**config.mk**
```make
export PLATFORM = sky130hd
export DESIGN_NAME = txg_gauss_filter
export DESIGN_NICKNAME = d
export VERILOG_FILES = /design/src/rtl/txg_pkg.sv /design/src/rtl/txg_symbol_sampler.sv /design/src/rtl/txg_fir_core.sv /design/src/rtl/txg_scaler.sv /design/src/rtl/txg_gauss_filter.sv
export SDC_FILE = /design/constraint.sdc
export NUM_CORES = 1
export LEC_CHECK = 0
export BUFFER_PORTS_ARGS = -buffer_cell sky130_fd_sc_hd__buf_4
export CORE_UTILIZATION = 30
export CTS_CLUSTER_SIZE = 40
export DETAILED_ROUTE_END_ITERATION = 10
export HOLD_SLACK_MARGIN = 0.06
export PLACE_DENSITY = 0.54
export SLEW_MARGIN = 20
export SYNTH_ARGS = -nofsm -noshare
export SYNTH_HDL_FRONTEND = slang
export SYNTH_SLANG_ARGS = --single-unit
```
**constraint.sdc**
```tcl
create_clock -name clk -period 16.55 [get_ports clk]
set_clock_uncertainty 0.1 [all_clocks]
set_input_delay 1.655 -clock clk [delete_from_list [all_inputs] [get_ports clk]]
set_output_delay 1.655 -clock clk [all_outputs]
set_load 0.01 [all_outputs]
```
**src/rtl/txg_pkg.sv**
```systemverilog
package txg_pkg;

    localparam int TAPS      = 12;
    localparam int OSR       = 6;
    localparam int COEF_FRAC = 8;
    localparam int GAIN_W    = 3;
    localparam int GAIN_BASE = 6;
    localparam int PH_W      = $clog2(OSR);
    localparam int ACC_W     = COEF_FRAC + 2;
    localparam int UNITY     = 1 << COEF_FRAC;

    typedef logic signed [1:0]       sym_t;
    typedef logic signed [ACC_W-1:0] acc_t;

    typedef struct packed {
        logic [GAIN_W-1:0] gain;
        logic              pol;
    } scale_cfg_t;

    // symmetric coefficient set; half table mirrored around the centre
    function automatic int coef(int idx);
        int h;
        h = (idx < TAPS / 2) ? idx : TAPS - 1 - idx;
        case (h)
            0:       return 2;
            1:       return 6;
            2:       return 12;
            3:       return 22;
            4:       return 36;
            default: return 50;
        endcase
    endfunction

    // multiply by tenths, round half away from zero
    function automatic int scale_round(int acc, int tenths);
        int p;
        int q;
        p = acc * tenths;
        q = ((p < 0 ? -p : p) + 5) / 10;
        return (p < 0) ? -q : q;
    endfunction

    function automatic int clip(int v, int w);
        int hi;
        int lo;
        hi = (1 << (w - 1)) - 1;
        lo = -(1 << (w - 1));
        if (v > hi) return hi;
        if (v < lo) return lo;
        return v;
    endfunction

endpackage

```
**src/rtl/txg_symbol_sampler.sv**
```systemverilog
module txg_symbol_sampler
    import txg_pkg::*;
(
    input  logic clk,
    input  logic rst,
    input  logic en,
    input  logic tx_bit,
    output sym_t sym
);
    logic [PH_W-1:0] phase;
    logic            held;
    logic            cur_bit;

    always_ff @(posedge clk) begin
        if (rst) begin
            phase <= '0;
            held  <= 1'b0;
        end else if (!en) begin
            phase <= '0;
        end else begin
            phase <= (phase == PH_W'(OSR - 1)) ? '0 : phase + 1'b1;
            if (phase == '0) held <= tx_bit;
        end
    end

    always_comb begin
        cur_bit = (phase == '0) ? tx_bit : held;
        sym     = cur_bit ? sym_t'(1) : sym_t'(-1);
    end

    p_phase_range_r4: assert property (@(posedge clk) disable iff (rst)
        int'(phase) < OSR);

    p_hold_mid_symbol_r4: assert property (@(posedge clk) disable iff (rst)
        (en && phase != '0) |=> $stable(held));

endmodule

```
**src/rtl/txg_fir_core.sv**
```systemverilog
module txg_fir_core
    import txg_pkg::*;
(
    input  logic clk,
    input  logic rst,
    input  logic en,
    input  sym_t sym_in,
    output acc_t acc
);
    sym_t line [TAPS];

    for (genvar i = 0; i < TAPS; i++) begin : g_tap
        always_ff @(posedge clk) begin
            if (rst || !en) line[i] <= '0;
            else if (i == 0) line[i] <= sym_in;
            else line[i] <= line[(i == 0) ? 0 : i - 1];
        end
    end

    always_comb begin
        int s;
        s = 0;
        for (int i = 0; i < TAPS; i++) s += coef(i) * int'(line[i]);
        acc = acc_t'(s);
    end

    p_sum_bounded_r5: assert property (@(posedge clk) disable iff (rst)
        (int'(acc) <= UNITY) && (int'(acc) >= -UNITY));

endmodule

```
**src/rtl/txg_scaler.sv**
```systemverilog
module txg_scaler
    import txg_pkg::*;
#(
    parameter int OUT_W = 9
) (
    input  logic                    clk,
    input  logic                    rst,
    input  logic                    en,
    input  acc_t                    acc,
    input  scale_cfg_t              cfg,
    output logic signed [OUT_W-1:0] out,
    output logic                    valid
);
    int scaled;
    int signed_v;
    int limited;

    always_comb begin
        scaled   = scale_round(int'(acc), GAIN_BASE + int'(cfg.gain));
        signed_v = cfg.pol ? scaled : -scaled;
        limited  = clip(signed_v, OUT_W);
    end

    always_ff @(posedge clk) begin
        if (rst) begin
            out   <= '0;
            valid <= 1'b0;
        end else begin
            valid <= en;
            out   <= en ? OUT_W'(limited) : '0;
        end
    end

    p_zero_sum_zero_out_r6: assert property (@(posedge clk) disable iff (rst)
        (en && acc == '0) |=> (out == '0));

endmodule

```
**src/rtl/txg_gauss_filter.sv**
```systemverilog
module txg_gauss_filter
    import txg_pkg::*;
#(
    parameter int OUT_W = 9
) (
    input  logic                    clk,
    input  logic                    rst,
    input  logic                    en,
    input  logic                    tx_bit,
    input  logic                    polarity,
    input  logic [GAIN_W-1:0]       gain_code,
    output logic signed [OUT_W-1:0] sample_out,
    output logic                    sample_valid
);
    sym_t       sym;
    acc_t       acc;
    scale_cfg_t cfg;

    assign cfg = '{gain: gain_code, pol: polarity};

    txg_symbol_sampler u_sampler (
        .clk(clk), .rst(rst), .en(en), .tx_bit(tx_bit), .sym(sym)
    );

    txg_fir_core u_fir (
        .clk(clk), .rst(rst), .en(en), .sym_in(sym), .acc(acc)
    );

    txg_scaler #(.OUT_W(OUT_W)) u_scale (
        .clk(clk), .rst(rst), .en(en), .acc(acc), .cfg(cfg),
        .out(sample_out), .valid(sample_valid)
    );

    p_off_zero_r2: assert property (@(posedge clk) disable iff (rst)
        !$past(en) |-> (sample_out == '0 && !sample_valid));

    p_valid_follows_en_r3: assert property (@(posedge clk) disable iff (rst)
        !$past(rst) |-> (sample_valid == $past(en)));

    p_reset_quiet_r1: assert property (@(posedge clk)
        $past(rst) |-> (sample_out == '0 && !sample_valid));

endmodule

```
### Word-level counts from Yosys, hierarchy flattened

Memory sizes are Yosys's and may differ from the RTL's.
Index checks and enable logic that the tools add are counted.

* register bits: 14
* RAM bits: 24
* output and inout bits: 10
* logic and storage cells: 83
* memories: 1

* $add $sub $neg: 17
* multipliers: 11
* div/mod/pow operators: 1
* order comparisons: 3
* equal/unequal tests: 1
* multiplexer cells: 27
* bitwise operators: 13
* reductions and logical operators: 5

Memory list
* u_fir.line: words 12, bits a word 2, read ports 12, clocked after Yosys merged registers in 0, wr ports 12, line txg_fir_core.sv:10 `sym_t line [TAPS];`

Operator list (count)
* $mux W32: 3
* $neg A32 Y32: 3
* $add A10 B10 Y10: 9
* $add A32 B4 Y32 const B: 1
* $div A32 B5 Y32 const B: 1
* $gt A32 B9 Y1 const B: 1
* $lt A32 B1 Y1 const B: 1
* $lt A32 B9 Y1 const B: 1
* $mul A5 B2 Y7 const A: 4
* $mux W9: 3
* $mux W2: 13
* $mul A3 B2 Y5 const A: 4
* $mul A6 B2 Y8 const A: 2
* $mul A10 B5 Y15: 1
* $or A1 B1 Y1: 12
* $add A10 B3 Y10: 1
* $mux W8: 1
* $add A3 B6 Y7: 1
* $mux W1: 7
* $add A3 B3 Y4 const A: 1
* $add A3 B1 Y3 const B: 1
* $eq A3 B3 Y1 const B: 1
* $logic_not A3 Y1: 1
* $reduce_or A3 Y1: 1
* 4 further kinds: 4

### Depth between registers and ports, before layout

Gate-level depths: netlist (run 1).
An unclocked memory read counts as a cell.

* depth after elaboration: 27
* mapped depth: 74

### Hierarchy

Synthesis (run 1) repeated with hierarchy kept, for this count alone.

* cell total of the unflattened synthesis: 1102
* area total of the unflattened synthesis: 8906.0 µm²

Modules (own cells, without submodules)
* txg_scaler: times used 1, cells an instance 821, area each 5933.2 µm², sequential area each 200.2 µm²
* txg_fir_core: times used 1, cells an instance 257, area each 2740.1 µm², sequential area each 480.5 µm²
* txg_symbol_sampler: times used 1, cells an instance 24, area each 232.7 µm², sequential area each 80.1 µm²

### Least setup slack after synthesis (run 1)

Ideal clock, no wire load.

* path type: register to register
* start: memory u_fir.line[0][2] (netlist name)
* end: register u_scale.out[5]
* arrival time: 16.096 ns
* path slack: 0.222 ns
* stages on the path, launching flop included: 71
* buffers on the path: 5
* period minus slack after synthesis: 16.328 ns
* cell sequence: dfxtp_1 -> ha_1 -> inv_1 -> fa_1 -> o21ai_0 -> nand2_1 -> fa_1 -> inv_1 -> fa_1 -> inv_1 -> fa_1 -> fa_1 -> inv_1 -> fa_1 -> inv_1 -> ha_1 -> a211oi_1 -> o21bai_1 -> (+35 left out) -> o32a_1 -> a311o_1 -> a311oi_2 -> and3_1 -> buf_2 -> a221o_1 -> inv_1 -> ha_1 -> nand2_1 -> nor4_1 -> and2_1 -> a21oi_1 -> xor2_1 -> o211ai_1 -> o21bai_1 -> a211o_1 -> a32oi_2 -> o31ai_2

RTL lines
* start, declared: line txg_fir_core.sv:10
* end signal, assigned: line txg_scaler.sv:30 `out <= en ? OUT_W'(limited) : '0;`
* end, declared: line txg_scaler.sv:11 `output logic signed [OUT_W-1:0] out,`

==> results of run 1 <==
[through the flow]
stage,hold slack (ns),area (µm²)
6_report,0.3466,9515
5_1_grt,0.3625,9515
4_1_cts,0.3482,8940
3_5_place_dp,0.3404,8725
3_3_place_gp,0.3394,8725
2_1_floorplan,0.3257,8103
[sequential cells by signal, indices dropped and copies added, names as in the netlist]
signal and cells:
u_scale.valid 1, u_scale.out 9, u_sampler.held 1, u_fir.line 24, u_sampler.phase 3
[cells in the final DEF (no fill, tap or decap), types with 12 or more instances in the layout]
| master | instances |
|---|---|
| o21ai_1 | 12 |
| nand3_1 | 25 |
| inv_1 | 150 |
| fa_1 | 74 |
| o211ai_1 | 12 |
| nor2_1 | 94 |
| xnor2_1 | 37 |
| o21ai_0 | 29 |
| and2_1 | 19 |
| a211oi_1 | 15 |
| ha_1 | 54 |
| nor3_1 | 22 |
| dfxtp_1 | 38 |
| xor2_1 | 16 |
| nand2_1 | 73 |
| a21oi_1 | 41 |
| a31oi_1 | 12 |
| buf_4 | 69 |
[logic make-up after synthesis]
family | after synthesis | share of synthesized area (%)
adder cells (fa/ha/maj) | 139 | 28.69
XOR/XNOR | 66 | 8.200
multiplexers | 7 | 0.9265
buffers and inverters | 181 | 8.755
AND/OR/NAND/NOR | 336 | 20.68
AO/OA/AOI/OAI | 250 | 23.36
flip-flops | 38 | 9.389
[timing repair]
action	in CTS	in global routing
buffers inserted	2	22
resized for setup	11	79
setup endpoints to repair	8	9
pin swaps	4	45
[metal layers]
metal | routed length (µm) | track usage, %
met5 | 0 | 0
met3 | 738 | 1.501
met4 | 391 | 4.308
met2 | 9979 | 25.02
met1 | 9768 | 19.80
[path summary, 6_finish.rpt]
| path | startpoint | endpoint | slack [ns] |
|---|---|---|---|
| setup / recovery | u_fir.line[0][3] | u_scale.out[3] | 0.71 |
| hold / removal | u_sampler.held | u_sampler.held | 0.35 |
| setup reg to reg | u_fir.line[0][3] | u_scale.out[3] | 0.71 |
| hold reg to reg | u_sampler.held | u_sampler.held | 0.35 |
[worst min-delay path: cells and delay by family, from the launching register on]
kind / cells / cell delay [ns]
compound gates: 1 / 0.05
flops: 1 / 0.30
simple gates: 1 / 0.05
[cells in the mapped netlist, types with 5 or more instances]
master | number | share of area [%]
a211o_1 | 5 | 0.54
a211oi_1 | 17 | 1.6
a21o_1 | 11 | 1.0
a21oi_1 | 45 | 2.8
a31oi_1 | 13 | 1.0
and2_1 | 20 | 1.5
and3_1 | 9 | 0.69
buf_2 | 6 | 0.37
clkbuf_1 | 17 | 0.79
dfxtp_1 | 38 | 9.4
fa_1 | 78 | 19
ha_1 | 61 | 9.4
inv_1 | 153 | 7.1
mux2i_1 | 6 | 0.74
nand2_1 | 76 | 3.5
nand2b_1 | 11 | 0.85
nand3_1 | 26 | 1.6
nand4_1 | 11 | 0.85
nor2_1 | 97 | 4.5
nor2b_1 | 8 | 0.62
nor3_1 | 26 | 1.6
nor4_1 | 11 | 0.85
o2111ai_1 | 8 | 0.86
o211ai_1 | 12 | 1.1
o21a_1 | 6 | 0.56
o21ai_0 | 33 | 2.0
o21ai_1 | 9 | 0.56
o31ai_1 | 10 | 0.93
o41ai_1 | 5 | 0.54
or3_1 | 8 | 0.62
xnor2_1 | 41 | 4.4
xor2_1 | 18 | 1.9
[final cells by class]
class | count | share of cell area [%]
clock inverter | 1 | 0.05260
tap | 335 | 4.405
multi-input combinational | 798 | 74.49
inverter | 153 | 6.036
sequential | 38 | 7.995
clock buffer | 7 | 1.499
timing repair buffer | 70 | 5.523
==> metrics.txt, run 1 <==
Via density 5.310; Final Max Slew Viols 0; Hold Crit Depth 2; Core ar. 26280 µm²; Max FO, Critical Path 7; Boundary Pins 18; cell count along the critical path 67; row count 59; setup_tns 0 ns; Worst Path Required 16.60 ns; CTS tree done; final period utilization 95.70%; number of global-route vias before repair 7094; clk slew on worst S/H paths 0.06 ns; post-route insts no fill 1402; CP most frequent cell inv_1; synthesized area 8103 µm²; clk root buf clkbuf_16; Worst setup EP type flip-flop; clock sinks 38; Post-synth top flop dfxtp_1; cells on worst reg2reg path 67; Routed WL 20.88 mm; Synth warnings 0; total grt overflow 0; flop and latch count out of synthesis 38; DRT Pass-1 Iters 5; drt wl/cell ~15 µm; chip height 166.3 µm; Async S/R FF share, synth 0%; Worst-Margin Slew approximately 1.1 ns; initial antenna violation count 0; Avg Synthesized Cell Area approximately 8.0 µm²; max_cap viols 0; Synth cell types 100; Fin. Hold Viols 0; f_max 63.14 MHz; die area 27670 µm²; area of the multi-input gates 7088 µm²; WP data arrival 15.89 ns; port bufs 17; # fillers approximately 2.8k; kind of critical path flip-flop to flip-flop; Buf/Inv on CP 12; CTS max path bufs 2; syn nets 1164; Slowest-stage cell, CP fa_1; drc violations 0; status finished, final reports clean; dpl ws -0.1691 ns; Final nets about 1.2k; share of cells above drive strength 1 17.53%; H-tree levels 2; number of synthesized flops with an enable pin 0; diode count 0; Reg area roughly 760 µm²; Post-CTS Hold Fix Bufs 0; Final HPWL DP 16.54 mm; initial drt markers between 400 and 500; Worst Setup Start Kind flip-flop; global-route wire length before repair 34.38 mm; Vias about 7.4k; GPL Wtd Cong between 0.8 and 0.9; Routed Antenna Nets 0; Starting Density 30.83%; slew margin rel. a little over a quarter; Util after Layout between 30% and 40%; min Tclk post-route roughly 16 ns; GRT Total Usage 14.76%; Final setup viols 0; CTS Buf Count 5; Area Growth Syn to Fin 17.43%; cell count after synthesis ~1.0k; Die W 166.3 µm; largest net degree at the start of global routing 27; worst skew pair latency 0.28 ns; Largest stage delay, worst path 0.57 ns; dpl cells 1369; CP delay by family, top adder cells; register area share after synthesis 9.389%; fin worst setup slack slightly above 0.7 ns; Hold Crit Class flip-flop to flip-flop
Power of run 1 is not shown: default switching activity piles up to over one toggle a cycle in this logic, so the estimate is an artifact.
==> inputs of run 2 (changes only) <==
Settings changed: REMOVE_ABC_BUFFERS from default to 1.
==> run 2 against run 1 <==
Effect of this change: the run now ends with DRC left; largest cell class unchanged; core utilization about the same; first-iteration DRC count down 4.4%; via count rose by 0.13%; setup slack lost 0.086 ns; global-route usage increased by 0.21 points; sequential cell count did not move; critical endpoint unchanged; highest routed layer unchanged; die area did not move; critical path depth unchanged.
==> metrics.txt, run 2 (synthesis results as in run 1) <==
status finished with violations; failing checks DRC; Core ar. 26280 µm²; diode count 0; Worst Path Required 16.66 ns; Area Growth Syn to Fin 17.29%; Largest stage delay, worst path 0.56 ns; Final setup viols 0; CTS Buf Count 5; share of cells above drive strength 1 17.34%; H-tree levels 2; biggest regs u_fir.line (24), u_scale.out (9), u_sampler.phase (3); die area 27670 µm²; Worst setup EP type flip-flop; CP most frequent cell inv_1; M1 WL 10.12 mm; Final Max Slew Viols 0; Die W 166.3 µm; min Tclk post-route ~16 ns; Worst Setup Start Kind flip-flop; kind of critical path flip-flop to flip-flop; Vias 7455; DRT Pass-1 Iters 8; Post-CTS Hold Fix Bufs 0; slew margin rel. 26.67%; Top Metal Used met4; Final HPWL DP 16.95 mm; row count around 60; Routed Antenna Nets 0; Reg area approximately 760 µm²; WL met3 909 µm; # fillers 2759; met2 routed WL 10.18 mm; clk root buf clkbuf_16; largest net degree at the start of global routing 28; CTS tree done; Starting Density 30.83%; Fin. Hold Viols 0; Worst-Margin Slew approximately 1.1 ns; worst skew pair latency 0.28 ns; Routed WL 21.45 mm; max_cap viols 0; fin worst setup slack around 0.63 ns; Final nets 1213; Boundary Pins 18; clk slew on worst S/H paths 0.06 ns; Max FO, Critical Path 7; most common cell after layout, fill and taps aside inv_1; total grt overflow 0; chip height 166.3 µm; area of the multi-input gates 7058 µm²; port bufs 17; max FFs per register 24; WP data arrival 16.03 ns; initial drt markers 436; Via density approximately 5.3; initial antenna violation count 0; Hold Crit Class flip-flop to flip-flop; number of global-route vias before repair 7201; f_max ~63 MHz; Reg with most FFs u_fir.line; drc violations 1; GPL Wtd Cong 0.9210; final period utilization 96.22%; clock sinks 38; Slowest-stage cell, CP or4_4; GRT Total Usage ~15%; drt wl/cell 15.30 µm; most frequent cells in the layout 151 x inv_1, 95 x nor2_1, 77 x fa_1; global-route wire length before repair 35.06 mm; CTS max path bufs 2; dpl ws -0.1610 ns
## run 2: cell types whose count changed in the layout (fill, tap and decap cells not counted), moves of 3 or more
cell / before / now
fa_1: 74 / 77
fa_2: 4 / 1
o21ai_1: 12 / 9
o21ai_2: 1 / 4
## run 2: critical path: cells and delay by family, from the launching register on
kind / cells / cell delay (ns)
and+or+nand+nor: 14 / 3.23
buffers and inverters: 12 / 1.13
AOI/OAI and AO/OA: 24 / 4.96
xor gates and xnor gates: 3 / 0.73
DFF: 1 / 0.32
adders and majority gates: 14 / 5.33
## run 2: timing repair
action / 4_1_cts / 5_1_grt
endpoints found under the setup margin: 8 / 9
pin swaps: 5 / 44
setup buffers: 4 / 19
gates cloned: 0 / 1
gates resized for setup: 11 / 73
## run 2: metal layers
layer  vias up  GRT usage [%]
met5         -              0
met4         0          3.100
met3        26         0.8818
met2       191          25.63
met1      3578          20.74
li1       3660              -
## run 2: final cells by class
type,count,share of cell area [%]
clock inverters,3,0.4739
flip-flops and latches,38,8.004
repair buffers,69,5.490
multi-input cells,799,74.26
clock buffers,5,1.316
inverters,153,6.043
well taps,335,4.410
## run 2: final timing paths
kind | from | endpoint | slack [ns] | cells after the start
hold reg to reg | u_sampler.held | u_sampler.held | 0.34 | 2
setup reg to reg | u_fir.line[0][2] | u_scale.out[3] | 0.63 | 67
hold / removal | u_sampler.held | u_sampler.held | 0.34 | 2
setup / recovery | u_fir.line[0][2] | u_scale.out[3] | 0.63 | 67
## run 2: per-stage QoR
| step | setup TNS, ns | utilization, % | area [µm²] | std cells | hold slack [ns] |
|---|---|---|---|---|---|
| 5_1_grt | -1.301 | 36.16 | 9504 | 1402 | 0.3593 |
| 2_1_floorplan | 0 | - | 7968 | 989 | 0.3257 |
| 3_3_place_gp | -0.1289 | 33.23 | 8732 | 1370 | 0.3401 |
| 4_1_cts | 0 | 34.20 | 8987 | 1382 | 0.3453 |
| 6_report | 0 | 36.16 | 9504 | 1402 | 0.3437 |
| 3_5_place_dp | -1.083 | 33.23 | 8732 | 1370 | 0.3374 |
Power of run 2 is left out for the same reason.
